### src/rtl/gpio_pad_pkg.sv
package gpio_pad_pkg;
  localparam int FUNC_W = 3;
  localparam int DRV_W  = 3;

  typedef enum logic [1:0] {
    PULL_NONE = 2'd0,
    PULL_DOWN = 2'd1,
    PULL_KEEP = 2'd2,
    PULL_UP   = 2'd3
  } pull_e;

  // MSB first: bit 8 oe, [7:5] drive, [4:3] pull, [2:0] function
  typedef struct packed {
    logic              oe;
    logic [DRV_W-1:0]  drive;
    pull_e             pull;
    logic [FUNC_W-1:0] func;
  } pin_ctl_t;

  localparam int CTL_W = $bits(pin_ctl_t);
endpackage

### src/rtl/gpio_rst_sync.sv
module gpio_rst_sync (
  input  logic clk,
  input  logic rst_n,
  output logic rst_n_sync
);
  logic [1:0] sync_q;

  always_ff @(posedge clk or negedge rst_n) begin
    if (!rst_n) sync_q <= 2'b00;
    else        sync_q <= {sync_q[0], 1'b1};
  end

  assign rst_n_sync = sync_q[1];
endmodule

### src/rtl/gpio_pad_regs.sv
module gpio_pad_regs
  import gpio_pad_pkg::*;
#(
  parameter int NUM_PINS = 4,
  parameter int DATA_W   = 16,
  parameter int ADDR_W   = 3
) (
  input  logic                clk,
  input  logic                rst_n,
  input  logic                wr_en,
  input  logic                rd_en,
  input  logic [ADDR_W-1:0]   addr,
  input  logic [DATA_W-1:0]   wdata,
  input  logic [NUM_PINS-1:0] in_sync,
  output logic [DATA_W-1:0]   rdata,
  output pin_ctl_t            ctl_q [NUM_PINS],
  output logic [NUM_PINS-1:0] out_q
);
  localparam int PIN_W = ADDR_W - 1;

  logic [PIN_W-1:0]    pin_sel;
  logic                word_sel;
  logic                hit;
  logic                ctl_en;
  logic                out_en;
  pin_ctl_t            ctl_d [NUM_PINS];
  logic [NUM_PINS-1:0] out_d;
  logic [DATA_W-1:0]   rdata_d;
  logic                unused_wdata;

  assign pin_sel      = addr[ADDR_W-1:1];
  assign word_sel     = addr[0];
  assign hit          = 32'(pin_sel) < NUM_PINS;
  assign ctl_en       = wr_en && hit && !word_sel;
  assign out_en       = wr_en && hit && word_sel;
  assign unused_wdata = ^wdata[DATA_W-1:CTL_W];

  // next state
  always_comb begin
    ctl_d = ctl_q;
    out_d = out_q;
    if (ctl_en) ctl_d[pin_sel] = pin_ctl_t'(wdata[CTL_W-1:0]);
    if (out_en) out_d[pin_sel] = wdata[0];
  end

  // read mux over current (pre-write) state
  always_comb begin
    rdata_d = '0;
    if (hit) begin
      if (word_sel) rdata_d = {{(DATA_W-2){1'b0}}, in_sync[pin_sel], out_q[pin_sel]};
      else          rdata_d = {{(DATA_W-CTL_W){1'b0}}, ctl_q[pin_sel]};
    end
  end

  always_ff @(posedge clk or negedge rst_n) begin
    if (!rst_n) begin
      ctl_q <= '{default: '0};
      out_q <= '0;
      rdata <= '0;
    end else begin
      if (ctl_en) ctl_q <= ctl_d;
      if (out_en) out_q <= out_d;
      if (rd_en)  rdata <= rdata_d;
    end
  end
endmodule

### src/rtl/gpio_pin_mux.sv
module gpio_pin_mux
  import gpio_pad_pkg::*;
#(
  parameter int NUM_ALT = 7
) (
  input  pin_ctl_t           ctl,
  input  logic               out_val,
  input  logic [NUM_ALT-1:0] alt_dout,
  input  logic [NUM_ALT-1:0] alt_oe,
  output logic               pad_out,
  output logic               pad_oe,
  output logic               pull_up,
  output logic               pull_dn,
  output logic               keep,
  output logic [DRV_W-1:0]   drive
);
  logic [FUNC_W-1:0] lane;
  logic              lane_ok;

  assign lane    = ctl.func - FUNC_W'(1);
  assign lane_ok = 32'(ctl.func) <= NUM_ALT;

  always_comb begin
    if (ctl.func == '0) begin
      pad_out = out_val;
      pad_oe  = ctl.oe;
    end else if (lane_ok) begin
      pad_out = alt_dout[lane];
      pad_oe  = alt_oe[lane];
    end else begin
      pad_out = 1'b0;
      pad_oe  = 1'b0;
    end
  end

  assign pull_up = (ctl.pull == PULL_UP);
  assign pull_dn = (ctl.pull == PULL_DOWN);
  assign keep    = (ctl.pull == PULL_KEEP);
  assign drive   = ctl.drive;
endmodule

### src/rtl/gpio_pad_model.sv
module gpio_pad_model (
  input  logic clk,
  input  logic rst_n,
  input  logic drv_oe,
  input  logic drv_val,
  input  logic pull_up,
  input  logic keep,
  input  logic ext_en,
  input  logic ext_val,
  output logic level,
  output logic in_sync
);
  logic keep_q;
  logic sync1_q;
  logic sync2_q;

  always_comb begin
    if (drv_oe)       level = drv_val;
    else if (ext_en)  level = ext_val;
    else if (pull_up) level = 1'b1;
    else if (keep)    level = keep_q;
    else              level = 1'b0;
  end

  always_ff @(posedge clk or negedge rst_n) begin
    if (!rst_n) begin
      keep_q  <= 1'b0;
      sync1_q <= 1'b0;
      sync2_q <= 1'b0;
    end else begin
      keep_q  <= level;
      sync1_q <= level;
      sync2_q <= sync1_q;
    end
  end

  assign in_sync = sync2_q;
endmodule

### src/rtl/gpio_pad_bank.sv
module gpio_pad_bank
  import gpio_pad_pkg::*;
#(
  parameter  int NUM_PINS = 4,
  parameter  int NUM_ALT  = 7,
  parameter  int DATA_W   = 16,
  localparam int PIN_W    = (NUM_PINS > 1) ? $clog2(NUM_PINS) : 1,
  localparam int ADDR_W   = PIN_W + 1
) (
  input  logic                        clk,
  input  logic                        rst_n,
  input  logic                        bus_wr_en,
  input  logic                        bus_rd_en,
  input  logic [ADDR_W-1:0]           bus_addr,
  input  logic [DATA_W-1:0]           bus_wdata,
  output logic [DATA_W-1:0]           bus_rdata,
  input  logic [NUM_PINS*NUM_ALT-1:0] alt_dout,
  input  logic [NUM_PINS*NUM_ALT-1:0] alt_oe,
  input  logic [NUM_PINS-1:0]         ext_drv_en,
  input  logic [NUM_PINS-1:0]         ext_drv_val,
  output logic [NUM_PINS-1:0]         pad_out,
  output logic [NUM_PINS-1:0]         pad_oe,
  output logic [NUM_PINS-1:0]         pad_pull_up,
  output logic [NUM_PINS-1:0]         pad_pull_dn,
  output logic [NUM_PINS-1:0]         pad_keep,
  output logic [NUM_PINS*DRV_W-1:0]   pad_drive,
  output logic [NUM_PINS-1:0]         pad_level,
  output logic [NUM_PINS-1:0]         pin_in_sync
);
  logic                rst_n_int;
  pin_ctl_t            ctl_q [NUM_PINS];
  logic [NUM_PINS-1:0] out_q;

  gpio_rst_sync u_rst (
    .clk        (clk),
    .rst_n      (rst_n),
    .rst_n_sync (rst_n_int)
  );

  gpio_pad_regs #(
    .NUM_PINS (NUM_PINS),
    .DATA_W   (DATA_W),
    .ADDR_W   (ADDR_W)
  ) u_regs (
    .clk     (clk),
    .rst_n   (rst_n_int),
    .wr_en   (bus_wr_en),
    .rd_en   (bus_rd_en),
    .addr    (bus_addr),
    .wdata   (bus_wdata),
    .in_sync (pin_in_sync),
    .rdata   (bus_rdata),
    .ctl_q   (ctl_q),
    .out_q   (out_q)
  );

  for (genvar p = 0; p < NUM_PINS; p++) begin : g_pin
    gpio_pin_mux #(.NUM_ALT(NUM_ALT)) u_mux (
      .ctl      (ctl_q[p]),
      .out_val  (out_q[p]),
      .alt_dout (alt_dout[p*NUM_ALT +: NUM_ALT]),
      .alt_oe   (alt_oe[p*NUM_ALT +: NUM_ALT]),
      .pad_out  (pad_out[p]),
      .pad_oe   (pad_oe[p]),
      .pull_up  (pad_pull_up[p]),
      .pull_dn  (pad_pull_dn[p]),
      .keep     (pad_keep[p]),
      .drive    (pad_drive[p*DRV_W +: DRV_W])
    );

    gpio_pad_model u_pad (
      .clk     (clk),
      .rst_n   (rst_n_int),
      .drv_oe  (pad_oe[p]),
      .drv_val (pad_out[p]),
      .pull_up (pad_pull_up[p]),
      .keep    (pad_keep[p]),
      .ext_en  (ext_drv_en[p]),
      .ext_val (ext_drv_val[p]),
      .level   (pad_level[p]),
      .in_sync (pin_in_sync[p])
    );
  end
endmodule

### config.mk
export PLATFORM = sky130hd
export DESIGN_NAME = gpio_pad_bank
export DESIGN_NICKNAME = d
export VERILOG_FILES = /design/src/rtl/gpio_pad_pkg.sv /design/src/rtl/gpio_rst_sync.sv /design/src/rtl/gpio_pad_regs.sv /design/src/rtl/gpio_pin_mux.sv /design/src/rtl/gpio_pad_model.sv /design/src/rtl/gpio_pad_bank.sv
export SDC_FILE = /design/constraint.sdc
export NUM_CORES = 1
export LEC_CHECK = 0
export ABC_CLOCK_PERIOD_IN_PS = 2850
export BUFFER_PORTS_ARGS = -buffer_cell sky130_fd_sc_hd__buf_2
export CAP_MARGIN = 10
export CORE_ASPECT_RATIO = 0.7
export CORE_MARGIN = 4
export CORE_UTILIZATION = 49
export CTS_CLUSTER_DIAMETER = 150
export DETAILED_ROUTE_END_ITERATION = 16
export PLACE_DENSITY_LB_ADDON = 0.2
export SYNTH_ARGS = -nofsm -noshare
export SYNTH_HDL_FRONTEND = slang
export SYNTH_HIERARCHICAL = 1
export SYNTH_SLANG_ARGS = --single-unit
### constraint.sdc
create_clock -name clk -period 2.85 [get_ports clk]
set_input_delay 0.7125 -clock clk [delete_from_list [all_inputs] [get_ports clk]]
set_output_delay 0.7125 -clock clk [all_outputs]
set_load 0.05 [all_outputs]
==> results.toml, run 1 <==
[clocking]
clock_path_buffers = 2
numCtsBuffers = 9
cts_hold_buf = 0
clkLatencyLatePin_ns = 0.33
cts-root-buf = "clkbuf_8"
cts_sinks = 59
clkTransAtPathRegs_ns = 0.07
cts_tree = "yes"
cts-htree-levels = 3

[timing]
slew_violations = 0
timing.final.crit_share_pct = 98.6
finalHoldViolCount = 0
worst_slew_pin_slew_ns = 0.623
worst_slack_ns = 0.0400
slew_headroom_pct = 58.3
period_needed_ns = 2.81
rsz0062_at_grt = "true"
fmax_mhz = 356
skew_ns = 0.00711
setup_viol = 0

[route]
wl_um = 9430
drc = 0
dr.first_iter.drc_count = 172
vias_per_cell = 5.30
num_vias = 2788
wl_per_cell_um = 17.9
first_pass_iters = 4
drt.antenna.violating_nets = 0

[logic_synthesis]
synth_cell_type_count = 35
netlist_area_um2 = 3670
yosysTopAreaCell = "dfrtp_1"
avgSynthCellArea_um2 = 12.4
synth-edff-count = 0
syn_inst = 295
synth.top_cell.area_share_pct = 40.2
yosysWarnings = 6
ys.flop_type = "dfrtp_1"
ys_seq_area_share_pct = 40.2
ys_seq_elements = 59
synth_area_leaders = "dfrtp_1 (40%), mux2_2 (13%), mux4_2 (8.0%)"
async_flop_share_pct = 100

[global_routing]
gr-usage-met1_pct = 27.7
grt_util_met2_pct = 35.3
antenna_found_initial = 0
grt.met3_usage_pct = 5.50
grt_pass1_wl_um = 14600
busiest_layer = "met2"
overflow = 0
grt_usage_pct = 20.9
grt_max_degree = 31
grt_pass1_vias = 2895

[layout]
syn_to_final_growth_pct = 34.4
layout_commonest_cell = "buf_2"
diodes = 0
drive_gt1_share_pct = 66.4
fin_nets = 518
most-common-layout-cells = "buf_2 (123), dfrtp_1 (58), mux2_2 (44), inv_1 (16)"
layout.cell_area.non_filler_um2 = 4930

[setup_path]
critPathArrivalTime_ns = 2.10
r2r_cells = 7
start_kind = "flop"
crit_path_end_kind = "output port"
r2r-start = "u_regs/ctl_q[27]$_DFFE_PN0P_"
critical_path_required_ns = 2.14
worstSetupPathType = "flop to output port"
startpoint = "u_regs/ctl_q[9]$_DFFE_PN0P_"
cp_max_fo = 7

[die]
rows = 26
die_w_um = 111
io_pins = 143
coreArea_um2 = 7290
die_area_um2 = 8960
fp.dieH_um = 80.4
initial_utilization_pct = 50.4

[min_path]
hold_path.class = "input port to asynchronous set/reset pin"

[placed_design]
pre_cts_slack_ns = 0.0477
dpl_cell_area_um2 = 4510
dpl.hpwl_um = 7280
gp_congestion = 0.831
portBuffers = 128

[power]
ir_drop_uv = 731
p_leak_nw = 2.29
pwr_density_cell_nw_per_um2 = 968

[outcome]
status = "finished, final reports clean"

[flow_run]
maxCapViolations = 0
[repair_timing]
action	CTS	global route
resized for setup	24	27
pin swaps	4	10
buffers inserted	0	5
setup endpoints to repair	4	6
[routing by layer]
layer	vias to the layer above	share of wire, %
met5	-	0
met4	0	0.19
met3	2	7.7
met2	119	49
met1	1372	43
li1	1295	-
[cell usage after synthesis, drive strengths merged (7+ instances only)]
master and count:
ha 8, inv 24, nor2b 20, a221oi 8, nor2 8, mux2 48
buf 32, dfrtp 59, o31ai 12, mux2i 10, nand2 13, o22ai 7
mux4 17
[worst max-delay path, cell delays in order, from the launching register on]
cell and delay, ns:
dfrtp_1 0.39, buf_6 0.16, mux2_2 0.36, a221oi_4 0.31, o31ai_4 0.13, o31ai_4 0.21, buf_6 0.19
[worst paths after layout]
path	endpoint	slack, ns
worst max-delay path	pad_level[2]	0.04
worst min-delay path	u_rst/sync_q[0]$_DFF_PN0_	0.16
worst max register to register	g_pin[0].u_pad/sync1_q$_DFF_PN0_	1.06
worst min register to register	g_pin[1].u_pad/sync1_q$_DFF_PN0_	0.28
max in group asynchronous	u_regs/out_q[3]$_DFFE_PN0P_	1.75
min in group clk	u_rst/sync_q[1]$_DFF_PN0_	0.36
[stage by stage]
stage	setup TNS, ns	power [mW]	std cells	hold WS (ns)	utilization (%)
3_5_place_dp	0	3.71	505	0.308	61.9
4_1_cts	-0.0132	4.64	521	0.145	65.9
2_1_floorplan	0	3.24	301	0.331	-
5_1_grt	-0.161	5.00	526	0.143	67.7
6_report	0	4.77	526	0.156	67.7
3_3_place_gp	0	3.66	505	0.292	61.9
[cell type report]
class                   instances  area, um^2
fillers                       588        2350
multi-input cells             185        2240
flip-flops and latches         59        1480
repair buffers                144         796
clock buffers                  10         128
well taps                      98         123
inverters                      24        90.1
clock inverters                 6        80.1
[kinds of logic (layout without fill, tap and decap cells)]
| kind of cell | after synthesis | count (layout) | share of synthesized area, % |
|---|---|---|---|
| multiplexers | 75 | 75 | 28.3 |
| flip-flops | 59 | 59 | 40.2 |
| buffers and inverters | 57 | 184 | 9.54 |
| AND/OR/NAND/NOR | 55 | 55 | 9.65 |
| AO/OA/AOI/OAI | 31 | 31 | 7.46 |
| adder cells (fa/ha/maj) | 8 | 8 | 2.73 |
| XOR/XNOR | 8 | 8 | 1.91 |
| other | 2 | 8 | 0.205 |
[sequential cells by signal (all words and copies together) (netlist names)]
| register | count |
|---|---|
| u_regs/ctl_q | 36 |
| u_regs/rdata | 9 |
| g_pin.u_pad/in_sync | 4 |
| g_pin.u_pad/sync1_q | 4 |
| u_rst/sync_q | 2 |
| u_regs/out_q | 4 |
[where the power goes]
part	switching [mW]	total [mW]	internal [mW]
sequential	0.212	1.26	1.05
combinational	1.68	2.70	1.02
clock	0.323	0.809	0.486
total	2.22	4.77	2.56
No activity file was read; power rests on OpenSTA's default activity.
==> run 2, diff against run 1 <==
--- a/config.mk
+++ b/config.mk
@@ -9,7 +9,7 @@
 export BUFFER_PORTS_ARGS = -buffer_cell sky130_fd_sc_hd__buf_2
 export CAP_MARGIN = 10
 export CORE_ASPECT_RATIO = 0.7
-export CORE_MARGIN = 4
+export CORE_MARGIN = 2
 export CORE_UTILIZATION = 49
 export CTS_CLUSTER_DIAMETER = 150
 export DETAILED_ROUTE_END_ITERATION = 16
==> results.toml, run 2 (synthesis results as in run 1) <==
[global_routing]
grt_pass1_wl_um = 14600
grt_util_met2_pct = 36.1
grt_usage_pct = 23.1
busiest_layer = "met2"
grt_max_degree = 34
gr-usage-met1_pct = 32.8
grt_pass1_vias = 2852
antenna_found_initial = 0
overflow = 0
grt.met3_usage_pct = 5.73

[setup_path]
r2r-start = "u_regs/ctl_q[0]$_DFFE_PN0P_"
rrSetupSlack_ns = 1.13
critical_path_required_ns = 2.14
critPathArrivalTime_ns = 2.11
r2r_cells = 6
start_kind = "flop"
cp_max_fo = 4
worstSetupPathType = "flop to output port"
crit_path_end_kind = "output port"
reg2reg_to = "g_pin[3].u_pad/sync1_q$_DFF_PN0_"

[layout]
diodes = 0
drive_gt1_share_pct = 66.7
final_core_util_pct = 69.3
largest_register_ffs = 36
syn_to_final_growth_pct = 37.5
layout_commonest_cell = "buf_2"
fin_nets = 520
regMostFlops = "u_regs/ctl_q"
nFillCells = 572
top_regs = "u_regs/ctl_q: 36 flops, u_regs/rdata: 9 flops"
layout.cell_area.non_filler_um2 = 5050
most-common-layout-cells = "buf_2 (124), dfrtp_1 (57), mux2_2 (44), buf_4 (16), inv_1 (16)"

[timing]
finalHoldViolCount = 0
setup_viol = 0
worst_slew_pin_slew_ns = 0.568
slew_headroom_pct = 62.0
period_needed_ns = 2.82
rsz0062_at_grt = "true"
skew_ns = 0.00602
worst_slack_ns = 0.0313
timing.final.crit_share_pct = 98.9
slew_violations = 0
fmax_mhz = 355
fin_tns_setup_ns = 0

[power]
p_clk_share_pct = 20.6
pwr_density_cell_nw_per_um2 = 993
intPower_mw = 2.77
p_sw_mw = 2.24
ir_drop_uv = 559
p_comb_share_pct = 54.2
p_seq_share_pct = 25.1
p_sw_share_pct = 44.8
p_leak_nw = 2.34

[route]
drc = 0
dr.first_iter.drc_count = 149
vias_per_cell = 5.29
wl_um = 9130
drt.antenna.violating_nets = 0
first_pass_iters = 4
wl_per_cell_um = 17.3
num_vias = 2792

[clocking]
cts_sinks = 59
cts_hold_buf = 0
cts-root-buf = "clkbuf_8"
clkLatencyLatePin_ns = 0.34
cts-htree-levels = 3
clkTransAtPathRegs_ns = 0.07
numCtsBuffers = 9
clock_path_buffers = 2
cts_tree = "yes"

[min_path]
hold_path.class = "input port to asynchronous set/reset pin"

[die]
die_w_um = 107
rows = 26
die_area_um2 = 8210
initial_utilization_pct = 50.4
io_pins = 143
fp.dieH_um = 76.4
coreArea_um2 = 7290

[placed_design]
gp_congestion = 0.843
dpl.hpwl_um = 6940
portBuffers = 128
dpl_cell_area_um2 = 4510
pre_cts_slack_ns = 0.0437

[flow_run]
maxCapViolations = 0

[outcome]
status = "finished, final reports clean"
[run 2: power by group through the flow]
stage	registers [mW]	clock network [mW]	logic (mW)
2_1_floorplan	1.39	0	1.85
3_3_place_gp	1.25	0	2.41
3_5_place_dp	1.26	0	2.44
4_1_cts	1.25	1.05	2.63
5_1_grt	1.29	1.08	2.87
6_report	1.26	1.03	2.72
[run 2: critical path, stage by stage (launching register included)]
cell and delay [ns]:
dfrtp_2 0.40, buf_4 0.14, mux2_2 0.35, a221oi_4 0.31, o31ai_4 0.14, o31ai_4 0.22, buf_6 0.20
[run 2: per-layer routing]
layer / share of wire (%) / vias up / wire length [um]
met5: 0 / - / 0
met4: 1.5 / 0 / 137
met3: 6.8 / 15 / 624
met2: 46 / 117 / 4180
met1: 46 / 1363 / 4190
li1: - / 1297 / -
[run 2: area by class of cell]
type | count | area, um^2 | share of cell area [%]
inverters | 24 | 90.1 | 1.78
flip-flops and latches | 59 | 1480 | 29.3
clock inverters | 6 | 136 | 2.70
clock buffers | 10 | 138 | 2.73
repair buffers | 146 | 808 | 16.0
well taps | 98 | 123 | 2.43
multi-input cells | 185 | 2270 | 45.0
[run 2: repair_timing]
action | 4_1_cts | 5_1_grt
gates resized for setup | 33 | 19
endpoints found under the setup margin | 6 | 7
pin swaps | 5 | 9
setup buffers | 5 | 2
endpoints found under the hold margin | 0 | 0
[run 2: worst max path at each step]
stage | slack, ns | end | from | depth (start not counted)
global placement | 0.05 | pad_level[0] | alt_oe[2] | 6
detailed placement | 0.04 | pad_level[1] | alt_oe[9] | 6
global route | -0.08 | pad_level[3] | u_regs/ctl_q[0]$_DFFE_PN0P_ | 6
CTS | -0.02 | pad_level[3] | u_regs/ctl_q[0]$_DFFE_PN0P_ | 8
finish | 0.03 | pad_level[3] | u_regs/ctl_q[0]$_DFFE_PN0P_ | 6
floorplan | 0.06 | pad_level[2] | u_regs/ctl_q[9]$_DFFE_PN0P_ | 8
[run 2: metrics by stage]
step | hold WS [ns] | std cells | power, mW
global placement | 0.264 | 505 | 3.66
detailed placement | 0.273 | 505 | 3.70
global route | 0.137 | 528 | 5.25
floorplan | 0.331 | 301 | 3.24
finish | 0.145 | 528 | 5.01
CTS | 0.139 | 526 | 4.93
